[src/rtl/fsmvPkg.sv]
package fsmvPkg;
  localparam int DATA_W = 64;
  localparam int IDX_W  = 5;
  localparam int BYTE_W = DATA_W / 8;

  localparam logic [6:0] OPC_VEC  = 7'b1010111;
  localparam logic [5:0] F6_MOVE  = 6'b010000;
  localparam logic [2:0] F3_TOFPR = 3'b001;
  localparam logic [2:0] F3_TOVEC = 3'b101;
  localparam logic [1:0] FS_OFF   = 2'b00;

  typedef enum logic [1:0] {
    SEW_E8  = 2'd0,
    SEW_E16 = 2'd1,
    SEW_E32 = 2'd2,
    SEW_E64 = 2'd3
  } sewCode_e;

  typedef struct packed {
    logic             toFpr;
    logic             toVec;
    sewCode_e         sew;
    logic             dpOn;
    logic [IDX_W-1:0] dstIdx;
  } moveStrobes_t;
endpackage

[src/rtl/fsmvNanNarrow.sv]
module fsmvNanNarrow #(
  parameter int DATA_W = 64,
  parameter int OUT_W  = 16
) (
  input  logic [DATA_W-1:0] srcVal,
  output logic [DATA_W-1:0] narrowVal
);
  localparam int EXP_W = (OUT_W == 16) ? 5 : (OUT_W == 32) ? 8 : 11;
  localparam logic [OUT_W-1:0] CANON_QNAN =
    {1'b0, {EXP_W{1'b1}}, 1'b1, {(OUT_W-EXP_W-2){1'b0}}};

  logic boxOk;
  assign boxOk = &srcVal[DATA_W-1:OUT_W];

  always_comb begin
    narrowVal = '0;
    narrowVal[OUT_W-1:0] = boxOk ? srcVal[OUT_W-1:0] : CANON_QNAN;
  end
endmodule

[src/rtl/fsmvCtrl.sv]
module fsmvCtrl
  import fsmvPkg::*;
#(
  parameter int VL_W = 16
) (
  input  logic               clk,
  input  logic               rstN,
  input  logic               instValid,
  input  logic [31:0]        instWord,
  input  logic [1:0]         sewCode,
  input  logic [VL_W-1:0]    vlLen,
  input  logic               vecCfgBad,
  input  logic [1:0]         fpStatus,
  input  logic               spEnable,
  input  logic               dpEnable,
  output moveStrobes_t       stb,
  output logic               fprWrEn,
  output logic               fpDirtySet,
  output logic               vecWrEn,
  output logic               illegalInst
);
  logic isOpv, isToFpr, isToVec, cfgBad, fsOff, illNext;

  always_comb begin
    isOpv   = (instWord[6:0] == OPC_VEC) && (instWord[31:26] == F6_MOVE) && instWord[25];
    isToFpr = isOpv && (instWord[14:12] == F3_TOFPR) && (instWord[19:15] == '0);
    isToVec = isOpv && (instWord[14:12] == F3_TOVEC) && (instWord[24:20] == '0);
    cfgBad  = vecCfgBad || !spEnable || (sewCode == SEW_E8);
    fsOff   = (fpStatus == FS_OFF);
    illNext = instValid && ((isToFpr && (cfgBad || fsOff)) || (isToVec && cfgBad));

    stb.toFpr  = instValid && isToFpr && !cfgBad && !fsOff;
    stb.toVec  = instValid && isToVec && !cfgBad && (vlLen != '0);
    stb.sew    = sewCode_e'(sewCode);
    stb.dpOn   = dpEnable;
    stb.dstIdx = instWord[11:7];
  end

  always_ff @(posedge clk) begin
    if (!rstN) begin
      fprWrEn     <= 1'b0;
      vecWrEn     <= 1'b0;
      illegalInst <= 1'b0;
    end else begin
      fprWrEn     <= stb.toFpr;
      vecWrEn     <= stb.toVec;
      illegalInst <= illNext;
    end
  end

  assign fpDirtySet = fprWrEn;

  // at most one outcome per instruction
  assert_one_action_R3: assert property (@(posedge clk) disable iff (!rstN)
    $onehot0({fprWrEn, vecWrEn, illegalInst}));
  // every outcome follows a valid strobe
  assert_follows_valid_R2: assert property (@(posedge clk) disable iff (!rstN)
    (fprWrEn || vecWrEn || illegalInst) |-> $past(instValid));
  // an FP write never happens with FP state off
  assert_fs_on_R4: assert property (@(posedge clk) disable iff (!rstN)
    fprWrEn |-> ($past(fpStatus) != 2'b00));
  // a vector write needs a nonzero vector length
  assert_vl_gate_R6: assert property (@(posedge clk) disable iff (!rstN)
    vecWrEn |-> ($past(vlLen) != '0));
endmodule

[src/rtl/fsmvDatapath.sv]
module fsmvDatapath
  import fsmvPkg::*;
(
  input  logic              clk,
  input  logic              rstN,
  input  moveStrobes_t      stb,
  input  logic [DATA_W-1:0] fprRdData,
  input  logic [DATA_W-1:0] vecElem0,
  output logic [IDX_W-1:0]  fprWrIdx,
  output logic [DATA_W-1:0] fprWrData,
  output logic [IDX_W-1:0]  vecWrIdx,
  output logic [DATA_W-1:0] vecWrData,
  output logic [BYTE_W-1:0] vecWrByteEn
);
  localparam int NARROW_N = 2;

  logic [DATA_W-1:0] boxSrc;
  logic [DATA_W-1:0] narrowPad [NARROW_N];
  logic [DATA_W-1:0] fprVal, vecVal;
  logic [BYTE_W-1:0] byteVal;

  // Without double support only the low 32 bits are architecturally held.
  assign boxSrc = stb.dpOn ? fprRdData : {{(DATA_W-32){1'b1}}, fprRdData[31:0]};

  for (genvar gi = 0; gi < NARROW_N; gi++) begin : gNarrow
    fsmvNanNarrow #(.DATA_W(DATA_W), .OUT_W(16 << gi)) uNarrow (
      .srcVal   (boxSrc),
      .narrowVal(narrowPad[gi])
    );
  end

  always_comb begin
    fprVal  = vecElem0;
    vecVal  = '0;
    byteVal = '0;
    unique case (stb.sew)
      SEW_E16: begin
        fprVal  = {{(DATA_W-16){1'b1}}, vecElem0[15:0]};
        vecVal  = narrowPad[0];
        byteVal = BYTE_W'(8'h03);
      end
      SEW_E32: begin
        fprVal  = {{(DATA_W-32){1'b1}}, vecElem0[31:0]};
        vecVal  = narrowPad[1];
        byteVal = BYTE_W'(8'h0F);
      end
      SEW_E64: begin
        fprVal  = vecElem0;
        vecVal  = boxSrc;
        byteVal = '1;
      end
      default: begin
        fprVal  = vecElem0;
        vecVal  = '0;
        byteVal = '0;
      end
    endcase
  end

  always_ff @(posedge clk) begin
    if (!rstN) begin
      fprWrIdx    <= '0;
      fprWrData   <= '0;
      vecWrIdx    <= '0;
      vecWrData   <= '0;
      vecWrByteEn <= '0;
    end else begin
      if (stb.toFpr) begin
        fprWrIdx  <= stb.dstIdx;
        fprWrData <= fprVal;
      end
      if (stb.toVec) begin
        vecWrIdx    <= stb.dstIdx;
        vecWrData   <= vecVal;
        vecWrByteEn <= byteVal;
      end
    end
  end
endmodule

[src/rtl/fpScalarMoveUnit.sv]
module fpScalarMoveUnit
  import fsmvPkg::*;
#(
  parameter int VL_W = 16
) (
  input  logic              clk,
  input  logic              rstN,
  input  logic              instValid,
  input  logic [31:0]       instWord,
  input  logic [1:0]        sewCode,
  input  logic [VL_W-1:0]   vlLen,
  input  logic              vecCfgBad,
  input  logic [1:0]        fpStatus,
  input  logic              spEnable,
  input  logic              dpEnable,
  output logic [4:0]        fprRdIdx,
  input  logic [63:0]       fprRdData,
  output logic [4:0]        vecRdIdx,
  input  logic [63:0]       vecElem0,
  output logic              fprWrEn,
  output logic [4:0]        fprWrIdx,
  output logic [63:0]       fprWrData,
  output logic              fpDirtySet,
  output logic              vecWrEn,
  output logic [4:0]        vecWrIdx,
  output logic [63:0]       vecWrData,
  output logic [7:0]        vecWrByteEn,
  output logic              illegalInst
);
  moveStrobes_t stb;

  assign fprRdIdx = instWord[19:15];
  assign vecRdIdx = instWord[24:20];

  fsmvCtrl #(.VL_W(VL_W)) uCtrl (
    .clk, .rstN, .instValid, .instWord, .sewCode, .vlLen, .vecCfgBad,
    .fpStatus, .spEnable, .dpEnable, .stb,
    .fprWrEn, .fpDirtySet, .vecWrEn, .illegalInst
  );

  fsmvDatapath uData (
    .clk, .rstN, .stb, .fprRdData, .vecElem0,
    .fprWrIdx, .fprWrData, .vecWrIdx, .vecWrData, .vecWrByteEn
  );

  // 16-bit element reaches the FP register NaN-boxed
  assert_fpr_box16_R5: assert property (@(posedge clk) disable iff (!rstN)
    (fprWrEn && $past(sewCode) == 2'd1) |-> (&fprWrData[63:16]));
  // 64-bit element without double support has ones on top
  assert_dp_off_box_R7: assert property (@(posedge clk) disable iff (!rstN)
    (vecWrEn && $past(sewCode) == 2'd3 && !$past(dpEnable)) |-> (&vecWrData[63:32]));
  // a 16-bit element write leaves the upper bits clear
  assert_elem0_only_R10: assert property (@(posedge clk) disable iff (!rstN)
    (vecWrEn && vecWrByteEn == 8'h03) |-> (vecWrData[63:16] == '0));
endmodule

[config.mk]
export PLATFORM = sky130hd
export DESIGN_NAME = fpScalarMoveUnit
export DESIGN_NICKNAME = d
export VERILOG_FILES = /design/src/rtl/fsmvPkg.sv /design/src/rtl/fsmvNanNarrow.sv /design/src/rtl/fsmvCtrl.sv /design/src/rtl/fsmvDatapath.sv /design/src/rtl/fpScalarMoveUnit.sv
export SDC_FILE = /design/constraint.sdc
export NUM_CORES = 1
export LEC_CHECK = 0
export BUFFER_PORTS_ARGS = -buffer_cell sky130_fd_sc_hd__buf_4
export CORE_AREA = 4 4 132 134
export DETAILED_ROUTE_END_ITERATION = 12
export DIE_AREA = 0 0 136 138
export PLACE_DENSITY_LB_ADDON = 0.1
export SLEW_MARGIN = 40
export SYNTH_ARGS = -nofsm -noshare
export SYNTH_HDL_FRONTEND = slang
export SYNTH_SLANG_ARGS = --single-unit
[constraint.sdc]
create_clock -name clk -period 5.92 [get_ports clk]
set_input_delay 0.592 -clock clk [delete_from_list [all_inputs] [get_ports clk]]
set_output_delay 0.592 -clock clk [all_outputs]
set_load 0.01 [all_outputs]
==> impl_metrics.ini <==
[sta]
post-route-min-period_ns = 2.73
fin_skew_ns = 0
final-hold-violation-count = 0
tns_ns = 0
setup_viol = 0
fmax_ghz = 0.366
tightest_slew_ns = 0.735
slew_violations = 0
post-route-period-util_pct = 46.1
rsz0062_at_grt = no
slew-limit-headroom_pct = 51.0

[synthesis]
synthMuxAreaShare_pct = 0
syn_area_sq_um = 5970
syn_area_per_cell_sq_um = 8.45
ys_ff_latch = 144
synth-simple-area-share_pct = 25.8
synth_fp_nets = 897
synth_fa_ha_area_share_pct = 0.838
synth-xor-area-share_pct = 0
synth_top_family_by_area = simple AND/OR/NAND/NOR gates
yosysSeqAreaShare_pct = 48.3
synth_compound_area_share_pct = 19.0
syn_inst = 707
yosysWarnings = 0
synth_cell_types = 39

[floorplan]
initial_core_util_pct = 36.7
io_pins = 346
die_h_um = 138
die_area_sq_um = 18800
rows = 47
dieWidth_um = 136
core-area_sq_um = 16300

[cts]
numCtsBuffers = 17
clock_sinks = 144
cts_tree = built
clk_latency_ns = 0.42
postCtsSetupBuffers = 0
cts_hold_buf = 0
htreeDepth = 4
post_cts_resized = 0
cts-root-buf = clkbuf_16
cts_max_path_buffers = 2
cts.clk_slew.worst_paths_ns = 0.06

[setup_path]
reg2reg_depth = 2
end_kind = register
r2r_start = uData.vecWrByteEn[3]
worst-setup-path-type = input port to register
worstPathRequired_ns = 6.26
path_max_fanout = 46
cp.arrival_ns = 3.06
setup.worst_path.start_class = input port
critPathLaunch = sewCode[0]

[placed_design]
dp_hpwl_um = 15300
gp_congestion = 0.817
portBuffers = 345
postPlaceCellArea_sq_um = 8580

[cells_and_area]
seq_area_sq_um = 2880
mostFrequentLayoutCell = buf_4
areaGrowthSynthToFinish_pct = 54.4
nets = 1196
fin_area_sq_um = 9220
final_cell_mix = buf_4, dfxtp_1, nand2_1
antenna_cells = 0
n_fill_cell = 1554
utilization_pct = 56.6
drive_gt1_share_pct = 39.1
multi_input_area_sq_um = 2770

[route]
via_per_inst = 4.97
vias = 6160
wl_um = 21200
firstDrtPassIters = 4
routedWlPerCell_um = 17.1
drt_iter0_drc = 339
drc = 0
postRouteAntennaNets = 0

[global_route]
grt-busiest-layer = met2
grtUsageMet3_pct = 6.36
grt_max_degree = 83
grt_pass1_wl_um = 31800
grt_usage_pct = 21.3
globalRouteMet1Util_pct = 24.3
antenna_found_initial = 0
met2_usage_pct = 36.3
grt_pass1_vias = 5896
gr-total-overflow = 0

[hold_path]
hold_start = vecElem0[31]
min_path_cells = 3
hp-class = input port to register

[flow_run]
max_cap_viol_count = 0

[power]
leakage_nw = 3.86
vdd_ir_drop_max_mv = 0.171
power.density_nw_per_um2 = 247

[outcome]
outcome = complete, no violations
area by class of cell:
class | count | share of cell area, %
sequential | 144 | 31.3
inverter | 4 | 0.176
clock inverter | 8 | 1.37
multi-input combinational | 486 | 30.0
timing repair buffer | 353 | 28.7
clock buffer | 24 | 5.44
tap | 220 | 2.99
through the flow:
stage	instances	worst slack, ns	hold WS [ns]	total power, mW
2_1_floorplan	707	3.49	0.475	1.05
3_3_place_gp	1207	2.37	0.442	1.17
3_5_place_dp	1207	2.71	0.446	1.17
4_1_cts	1239	3.17	0.400	2.30
5_1_grt	1239	2.97	0.408	2.36
6_report	1239	3.19	0.421	2.28
Yosys cell counts (all sizes together):
library cell,count,area (sq um)
nand4b,2,17.5
and4,2,17.5
dfxtp,144,2880
nor2b,1,6.26
o21ai,24,120
clkinv,1,3.75
nor4b,1,15.0
o21a,1,7.51
and4bb,2,25.0
buf,29,179
a21oi,20,111
a21o,2,15.0
nor4,11,83.8
nand2,132,495
nand3,24,120
ha,4,50.1
nor3b,34,255
clkbuf,44,165
or2,1,6.26
inv,3,11.3
nor2,44,165
nand4,12,75.1
o211ai,33,253
nor3,40,205
o22ai,26,163
and2,2,12.5
a211oi,1,7.51
nand3b,3,22.5
a21boi,59,443
or4,1,7.51
o2111ai,2,17.5
or3,2,12.5
report_power, final:
| group | switching (mW) | internal (mW) | leakage [nW] | total (mW) |
|---|---|---|---|---|
| Clock | 0.410 | 0.719 | 0.299 | 1.13 |
| Sequential | 0.0000000141 | 0.969 | 1.16 | 0.969 |
| Combinational | 0.0809 | 0.102 | 2.40 | 0.183 |
| Total | 0.491 | 1.79 | 3.86 | 2.28 |
per-layer routing:
layer | vias to the layer above | routed length, um
li1 | 3070 | -
met2 | 234 | 10400
met5 | - | 0
met3 | 49 | 1660
met4 | 0 | 799
met1 | 2807 | 8320
worst max-delay path, stage by stage:
cell and delay, ns:
buf_4 0.09, inv_1 0.05, ha_1 0.19, nor3b_1 0.46, nand4b_1 0.37, nor4_4 0.22
buf_4 0.43, o2111ai_1 0.37, o21ai_0 0.26
state kept, by name (all words and copies together) (netlist names):
signal and flops:
uCtrl.vecWrEn 1, uData.fprWrIdx 5, uData.vecWrData 64, uData.fprWrData 64, uCtrl.illegalInst 1, uData.vecWrIdx 5, uData.vecWrByteEn 3, uCtrl.fpDirtySet 1
logic make-up after synthesis:
group | count (synthesis)
AND/OR/NAND/NOR | 314
flip-flops | 144
AO/OA/AOI/OAI | 168
buffers and inverters | 77
adder cells (fa/ha/maj) | 4
final timing paths:
check / endpoint / slack, ns
worst max register to register: uData.vecWrByteEn[3] / 5.21
worst max-delay path: uData.vecWrData[13] / 3.19
worst min-delay path: uData.fprWrData[31] / 0.42
worst min register to register: uData.vecWrData[32] / 0.45
Note: power is estimated with default switching activity, not from simulation.
